==> src/rtl/bscan_seq_pkg.sv <==
package bscan_seq_pkg;

  localparam int IR_LEN = 3;
  localparam logic [IR_LEN-1:0] OP_EXTEST = 3'b000;
  localparam logic [IR_LEN-1:0] OP_SAMPLE = 3'b001;

  // One program entry: pin values for one test-clock period plus compare control.
  typedef struct packed {
    logic tms;
    logic tdi;
    logic expTdo;
    logic care;
  } stepT;

  // Strobes from control to datapath.
  typedef struct packed {
    logic clear;
    logic load;
    logic advance;
    logic sample;
    logic finish;
  } strobeT;

  // Steps: 5 reset + 5 nav + IR + 2 + 2 + DR + 2 + 3 nav + IR + 2 + 2 + DR + 2 + 5 reset
  function automatic int progLen(int irLen, int bndLen);
    return 30 + 2 * irLen + 2 * bndLen;
  endfunction

endpackage

==> src/rtl/bscan_prog_rom.sv <==
module bscan_prog_rom
  import bscan_seq_pkg::*;
#(
  parameter int BND_LEN = 4,
  parameter int DEPTH = 64,
  parameter int AW = 6,
  parameter logic [BND_LEN-1:0] PRELOAD = 4'b0100,
  parameter logic [BND_LEN-1:0] EXPECT = 4'b0010,
  parameter logic [BND_LEN-1:0] CARE = 4'b0011
) (
  input  logic [AW-1:0] addr,
  output stepT          entry
);

  function automatic stepT mk(logic m, logic d, logic e, logic c);
    stepT s;
    s.tms = m;
    s.tdi = d;
    s.expTdo = e;
    s.care = c;
    return s;
  endfunction

  function automatic stepT [DEPTH-1:0] build();
    stepT [DEPTH-1:0] r;
    int p;
    for (int i = 0; i < DEPTH; i++) r[i] = mk(1'b1, 1'b0, 1'b0, 1'b0);
    p = 0;
    // force reset from any state
    for (int i = 0; i < 5; i++) begin r[p] = mk(1'b1, 1'b0, 1'b0, 1'b0); p++; end
    // reset -> idle -> select-DR -> select-IR -> capture-IR -> shift-IR
    r[p] = mk(1'b0, 1'b0, 1'b0, 1'b0); p++;
    r[p] = mk(1'b1, 1'b0, 1'b0, 1'b0); p++;
    r[p] = mk(1'b1, 1'b0, 1'b0, 1'b0); p++;
    r[p] = mk(1'b0, 1'b0, 1'b0, 1'b0); p++;
    r[p] = mk(1'b0, 1'b0, 1'b0, 1'b0); p++;
    // shift sample/preload code; captured value returns 1,0 first
    for (int i = 0; i < IR_LEN; i++) begin
      r[p] = mk(i == IR_LEN - 1, OP_SAMPLE[i], i == 0, i < 2); p++;
    end
    // update-IR, then select-DR
    r[p] = mk(1'b1, 1'b0, 1'b0, 1'b0); p++;
    r[p] = mk(1'b1, 1'b0, 1'b0, 1'b0); p++;
    // capture-DR, shift-DR
    r[p] = mk(1'b0, 1'b0, 1'b0, 1'b0); p++;
    r[p] = mk(1'b0, 1'b0, 1'b0, 1'b0); p++;
    // preload stimulus; returned bits are don't-care
    for (int i = 0; i < BND_LEN; i++) begin
      r[p] = mk(i == BND_LEN - 1, PRELOAD[i], 1'b0, 1'b0); p++;
    end
    r[p] = mk(1'b1, 1'b0, 1'b0, 1'b0); p++;
    r[p] = mk(1'b1, 1'b0, 1'b0, 1'b0); p++;
    // select-DR -> select-IR -> capture-IR -> shift-IR
    r[p] = mk(1'b1, 1'b0, 1'b0, 1'b0); p++;
    r[p] = mk(1'b0, 1'b0, 1'b0, 1'b0); p++;
    r[p] = mk(1'b0, 1'b0, 1'b0, 1'b0); p++;
    for (int i = 0; i < IR_LEN; i++) begin
      r[p] = mk(i == IR_LEN - 1, OP_EXTEST[i], i == 0, i < 2); p++;
    end
    r[p] = mk(1'b1, 1'b0, 1'b0, 1'b0); p++;
    r[p] = mk(1'b1, 1'b0, 1'b0, 1'b0); p++;
    r[p] = mk(1'b0, 1'b0, 1'b0, 1'b0); p++;
    r[p] = mk(1'b0, 1'b0, 1'b0, 1'b0); p++;
    // read back the captured wire values, shift zeros in
    for (int i = 0; i < BND_LEN; i++) begin
      r[p] = mk(i == BND_LEN - 1, 1'b0, EXPECT[i], CARE[i]); p++;
    end
    r[p] = mk(1'b1, 1'b0, 1'b0, 1'b0); p++;
    r[p] = mk(1'b1, 1'b0, 1'b0, 1'b0); p++;
    // back to reset
    for (int i = 0; i < 5; i++) begin r[p] = mk(1'b1, 1'b0, 1'b0, 1'b0); p++; end
    return r;
  endfunction

  localparam stepT [DEPTH-1:0] PROG = build();

  assign entry = PROG[addr];

endmodule

==> src/rtl/bscan_seq_ctrl.sv <==
module bscan_seq_ctrl
  import bscan_seq_pkg::*;
(
  input  logic   clk,
  input  logic   rstN,
  input  logic   start,
  input  logic   lastStep,
  output strobeT strobe,
  output logic   busy
);

  typedef enum logic [1:0] {S_IDLE, S_LOW, S_HIGH, S_DONE} stateE;

  stateE state, nextState;

  always_ff @(posedge clk) begin
    if (!rstN) state <= S_IDLE;
    else       state <= nextState;
  end

  always_comb begin
    strobe = '0;
    nextState = state;
    case (state)
      S_IDLE, S_DONE: begin
        if (start) begin
          strobe.clear = 1'b1;
          strobe.load = 1'b1;
          nextState = S_LOW;
        end
      end
      S_LOW: begin
        strobe.sample = 1'b1;
        nextState = S_HIGH;
      end
      S_HIGH: begin
        if (lastStep) begin
          strobe.finish = 1'b1;
          nextState = S_DONE;
        end else begin
          strobe.advance = 1'b1;
          strobe.load = 1'b1;
          nextState = S_LOW;
        end
      end
      default: nextState = S_IDLE;
    endcase
  end

  assign busy = (state == S_LOW) || (state == S_HIGH);

endmodule

==> src/rtl/bscan_seq_dp.sv <==
module bscan_seq_dp
  import bscan_seq_pkg::*;
#(
  parameter int BND_LEN = 4,
  parameter int DEPTH = 64,
  parameter int AW = 6,
  parameter int PROG_LEN = 44,
  parameter logic [BND_LEN-1:0] PRELOAD = 4'b0100,
  parameter logic [BND_LEN-1:0] EXPECT = 4'b0010,
  parameter logic [BND_LEN-1:0] CARE = 4'b0011
) (
  input  logic          clk,
  input  logic          rstN,
  input  strobeT        strobe,
  input  logic          tdo,
  output logic          lastStep,
  output logic          tck,
  output logic          tms,
  output logic          tdi,
  output logic          done,
  output logic          pass,
  output logic [AW-1:0] failStep
);

  logic [AW-1:0] step;
  logic [AW-1:0] romAddr;
  logic          allMatch;
  logic          mismatch;
  stepT          entry;

  assign romAddr = strobe.clear   ? '0 :
                   strobe.advance ? step + 1'b1 : step;

  bscan_prog_rom #(
    .BND_LEN(BND_LEN), .DEPTH(DEPTH), .AW(AW),
    .PRELOAD(PRELOAD), .EXPECT(EXPECT), .CARE(CARE)
  ) u_rom (
    .addr (romAddr),
    .entry(entry)
  );

  assign lastStep = (step == AW'(PROG_LEN - 1));
  assign mismatch = entry.care && (tdo != entry.expTdo);

  always_ff @(posedge clk) begin
    if (!rstN) begin
      step     <= '0;
      tck      <= 1'b0;
      tms      <= 1'b1;
      tdi      <= 1'b0;
      done     <= 1'b0;
      allMatch <= 1'b0;
      failStep <= '0;
    end else begin
      if (strobe.clear) begin
        step     <= '0;
        done     <= 1'b0;
        allMatch <= 1'b1;
        failStep <= '0;
      end
      if (strobe.advance) step <= step + 1'b1;
      if (strobe.load) begin
        tck <= 1'b0;
        tms <= entry.tms;
        tdi <= entry.tdi;
      end
      if (strobe.sample) begin
        tck <= 1'b1;
        if (mismatch) begin
          allMatch <= 1'b0;
          if (allMatch) failStep <= step;
        end
      end
      if (strobe.finish) begin
        tck  <= 1'b0;
        done <= 1'b1;
      end
    end
  end

  assign pass = done && allMatch;

endmodule

==> src/rtl/bscan_seq.sv <==
module bscan_seq
  import bscan_seq_pkg::*;
#(
  parameter int BND_LEN = 4,
  parameter int PROG_DEPTH = 64,
  parameter logic [BND_LEN-1:0] PRELOAD = 4'b0100,
  parameter logic [BND_LEN-1:0] EXPECT = 4'b0010,
  parameter logic [BND_LEN-1:0] CARE = 4'b0011,
  localparam int AW = $clog2(PROG_DEPTH)
) (
  input  logic          clk,
  input  logic          rstN,
  input  logic          start,
  input  logic          tdo,
  output logic          tck,
  output logic          tms,
  output logic          tdi,
  output logic          done,
  output logic          pass,
  output logic [AW-1:0] failStep
);

  localparam int PROG_LEN = progLen(IR_LEN, BND_LEN);

  strobeT strobe;
  logic   lastStep;
  logic   busy;

  bscan_seq_ctrl u_ctrl (
    .clk     (clk),
    .rstN    (rstN),
    .start   (start),
    .lastStep(lastStep),
    .strobe  (strobe),
    .busy    (busy)
  );

  bscan_seq_dp #(
    .BND_LEN(BND_LEN), .DEPTH(PROG_DEPTH), .AW(AW), .PROG_LEN(PROG_LEN),
    .PRELOAD(PRELOAD), .EXPECT(EXPECT), .CARE(CARE)
  ) u_dp (
    .clk     (clk),
    .rstN    (rstN),
    .strobe  (strobe),
    .tdo     (tdo),
    .lastStep(lastStep),
    .tck     (tck),
    .tms     (tms),
    .tdi     (tdi),
    .done    (done),
    .pass    (pass),
    .failStep(failStep)
  );

endmodule

==> config.mk <==
export PLATFORM = sky130hd
export DESIGN_NAME = bscan_seq
export DESIGN_NICKNAME = d
export VERILOG_FILES = /design/src/rtl/bscan_seq_pkg.sv /design/src/rtl/bscan_prog_rom.sv /design/src/rtl/bscan_seq_ctrl.sv /design/src/rtl/bscan_seq_dp.sv /design/src/rtl/bscan_seq.sv
export SDC_FILE = /design/constraint.sdc
export NUM_CORES = 1
export LEC_CHECK = 0
export ABC_AREA = 1
export CAP_MARGIN = 20
export CORE_ASPECT_RATIO = 0.8
export CORE_UTILIZATION = 35
export DETAILED_ROUTE_END_ITERATION = 10
export PLACE_DENSITY = 0.57
export SETUP_SLACK_MARGIN = 0.15
export SLEW_MARGIN = 0
export SYNTH_ARGS = -nofsm -noshare
export SYNTH_HDL_FRONTEND = slang
export SYNTH_SLANG_ARGS = --single-unit
==> constraint.sdc <==
create_clock -name clk -period 3.6 [get_ports clk]
set_clock_uncertainty 0.15 [all_clocks]
set_input_delay 0.54 -clock clk [delete_from_list [all_inputs] [get_ports clk]]
set_output_delay 0.54 -clock clk [all_outputs]
set_load 0.05 [all_outputs]
==> qor.csv <==
stage,metric,value,unit
timing,slew_viol_final,0,
clock_network,clk_latency,0.26,ns
min_path,whs_endpoint,u_dp.tms,
yosys,yosys_warnings,0,
detailed_routing,wirelength,3.12,mm
yosys,avgSynthCellArea,6.84,um2
setup_path,reg2reg_depth,14,
setup_path,startpoint_type,flop,
detailed_routing,drcViolationCount,0,
global_routing,grt_pass1_vias,1163,
clock_network,cts_tree,built,
placement,post-place-ws,0.615,ns
global_routing,globalRouteTotalUtil,0.171,
setup_path,crit_fanout,9,
layout,final_core_util,0.426,
global_routing,grt_max_degree,11,
yosys,syn_inst,203,
yosys,synth_cell_types,26,
clock_network,cts_max_path_buffers,2,
floorplanning,io_pins,15,
clock_network,cts_buffers,3,
placement,hpwlAfterDp,2.40,mm
floorplanning,die_x,72.4,um
detailed_routing,vias_per_cell,4.55,
floorplanning,rows,20,
layout,n_fill_cell,431,
detailed_routing,num_vias,1252,
setup_path,cp_slowest_cell,dfxtp_1,
setup_path,r2r_start,u_dp.step[1],
setup_path,crit_arrival,2.97,ns
timing,finalCritPeriodShare,0.815,
min_path,holdCritPathClass,reg -> reg,
yosys,synth_edf_count,0,
layout,num_antenna_cells,0,
timing,fin_crit,2.93,ns
layout,nets,234,
power_and_ir_drop,irDropWorstVdd,0.201,mV
floorplanning,die_y,58.3,um
detailed_routing,wl_per_cell,11.3,um
clock_network,root_buffer,clkbuf_8,
setup_path,rrSetupSlack,0.67,ns
timing,rsz0062_at_grt,no,
setup_path,crit_path_max_incr_delay,0.49,ns
layout,synthToLayoutAreaGrowth,16.8,%
setup_path,required,3.63,ns
yosys,syn_area,1390,um2
clock_network,clock-sinks,19,
yosys,ys_seq_area_frac,0.274,
detailed_routing,drt_iter0_drc,92,
clock_network,cts_max_level,1,
setup_path,crit_path_frequent_cell,ha_1,
timing,slew-limit-headroom,0.667,
setup_path,r2r-end,u_dp.failStep[5],
timing,totalNegativeSetupSlack,0,ns
floorplanning,die-area,4220,um2
global_routing,antenna_found_initial,0,
outcome,status,"finished, final reports clean",
global_routing,grt.overflow.total,0,
timing,setup_violations,0,
floorplanning,core_area,3800,um2
layout,drive_gt1_frac,0.164,
clock_network,ctsResizeCount,0,
timing,timing.final.ws_setup,0.665,ns
timing,fmax,0.341,GHz
placement,io_buffers,14,
timing,whs,0.345,ns
min_path,holdPathStages,2,
global_routing,grt_pass1_wl,5.57,mm
clock_network,hold_buffers,0,
yosys,synth_seq_cells,19,
flow_run,maxCapViolations,0,
setup_path,crit_chain,"ha_1, nand3_1, nor2_2, nor2_4, ha_1, nor2_1, ha_1, inv_1, nor2_1, a21oi_1, nor2_4, nand3_1, nand2_1, a21oi_1",
floorplanning,start_util,0.365,
yosys,async_flop_share,0,
power_and_ir_drop,power_leakage,0.679,nW
layout,postLayoutCellArea,1620,um2
setup_path,end_kind,flop,
timing,hold_viol,0,
timing,worstMarginPinSlew,0.498,ns
detailed_routing,dr.pass1.iters,4,
yosys,syn-num-nets,216,
placement,placed_cell_area,1580,um2
clock_network,cts_setup_buffers,0,
detailed_routing,drtAntennaViolNets,0,
setup_path,critical_path_class,reg -> reg,
clock_network,clkSlewWorstSetupHoldPaths,0.07,ns
placement,place_congestion,0.882,
min_path,worstHoldStart,u_dp.tms,
power_and_ir_drop,powerDensity,315,nW/um2
yosys,synth_ff_type,dfxtp_1,
[worst max-delay path by stage]
stage	from	endpoint	slack, ns	depth (start not counted)
after floorplan	u_dp.step[1]	u_dp.failStep[0]	1.07	14
after global placement	start	u_dp.failStep[3]	0.71	12
after detailed placement	start	u_dp.failStep[5]	0.61	12
after CTS	u_dp.step[1]	u_dp.failStep[5]	0.66	14
after global routing	u_dp.step[1]	u_dp.failStep[5]	0.32	14
final	u_dp.step[1]	u_dp.failStep[5]	0.67	14
[cells by family (layout without fill, tap and decap cells)]
group                      Yosys count  in the layout  share of synthesized area
AOI/OAI and AO/OA                   26             26                      0.100
adders and majority gates            9              9                     0.0812
xor gates and xnor gates             1              1                    0.00631
buffers and inverters               35             52                      0.113
DFF                                 19             19                      0.274
and+or+nand+nor                    113            113                      0.426
[state kept, by name, indices dropped and copies added (netlist names)]
name and cells:
u_ctrl.state 2, u_dp.allMatch 1, u_dp.done 1, u_dp.failStep 6, u_dp.step 6, u_dp.tck 1, u_dp.tdi 1, u_dp.tms 1
[stage by stage]
stage               power (W)  instances
floorplan            0.000329        203
global placement     0.000361        271
detailed placement   0.000361        271
CTS                  0.000518        275
global route         0.000546        275
finish               0.000510        275
[cells in the final DEF (no fill, tap or decap), types with 2 or more instances in the layout]
cell type,Yosys,layout
nand3_1,16,16
nand3_4,2,2
nand2_2,9,9
buf_4,0,2
dfxtp_1,19,19
clkbuf_8,1,3
nand4_1,4,4
o21ai_0,10,10
nand2_1,49,49
inv_1,26,26
nor2_2,4,4
a21oi_1,13,13
nand3_2,5,5
clkdlybuf4s50_1,0,14
ha_1,9,9
nor2_1,17,17
inv_2,5,5
nor2_4,3,3
[routing by layer]
metal | global-route usage | vias up | part of all wire
met5 | 0 | - | 0
met4 | 0.0168 | 0 | 0.0054
met3 | 0.0428 | 2 | 0.028
met2 | 0.264 | 20 | 0.43
met1 | 0.248 | 548 | 0.53
li1 | - | 682 | -
[cell usage after synthesis (2+ instances only)]
master,count,area (um2)
nand3_4,2,35.0
nand2_2,9,56.3
nor2_4,3,33.8
o21ai_0,10,50.1
nor2_2,4,25.0
nand3_2,5,50.1
buf_6,2,22.5
nand2_1,49,184
nand4_1,4,25.0
inv_2,5,18.8
ha_1,9,113
nand3_1,16,80.1
nor2_1,17,63.8
dfxtp_1,19,380
inv_1,26,97.6
a21oi_1,13,65.1
[worst max-delay path: cells and delay by family, from the launching register on]
kind	cells	cell delay (ns)
DFF	1	0.49
adders and majority gates	3	0.86
AOI/OAI and AO/OA	2	0.40
and+or+nand+nor	8	0.91
buffers and inverters	1	0.05
[where the power goes]
| part | switching (W) | internal (W) | total (W) |
|---|---|---|---|
| clock | 0.0000750 | 0.0000788 | 0.000154 |
| combinational | 0.0000870 | 0.0000396 | 0.000127 |
| sequential | 0.00000911 | 0.000220 | 0.000229 |
| total | 0.000171 | 0.000339 | 0.000510 |
[cell type report]
class / count / area (um2) / area share
clock buffers: 4 / 45.0 / 0.0278
inverters: 32 / 120 / 0.0741
repair buffers: 16 / 155 / 0.0958
well taps: 55 / 68.8 / 0.0425
flip-flops and latches: 19 / 380 / 0.235
multi-input cells: 149 / 851 / 0.525
Note: power is estimated with default switching activity, not from simulation.
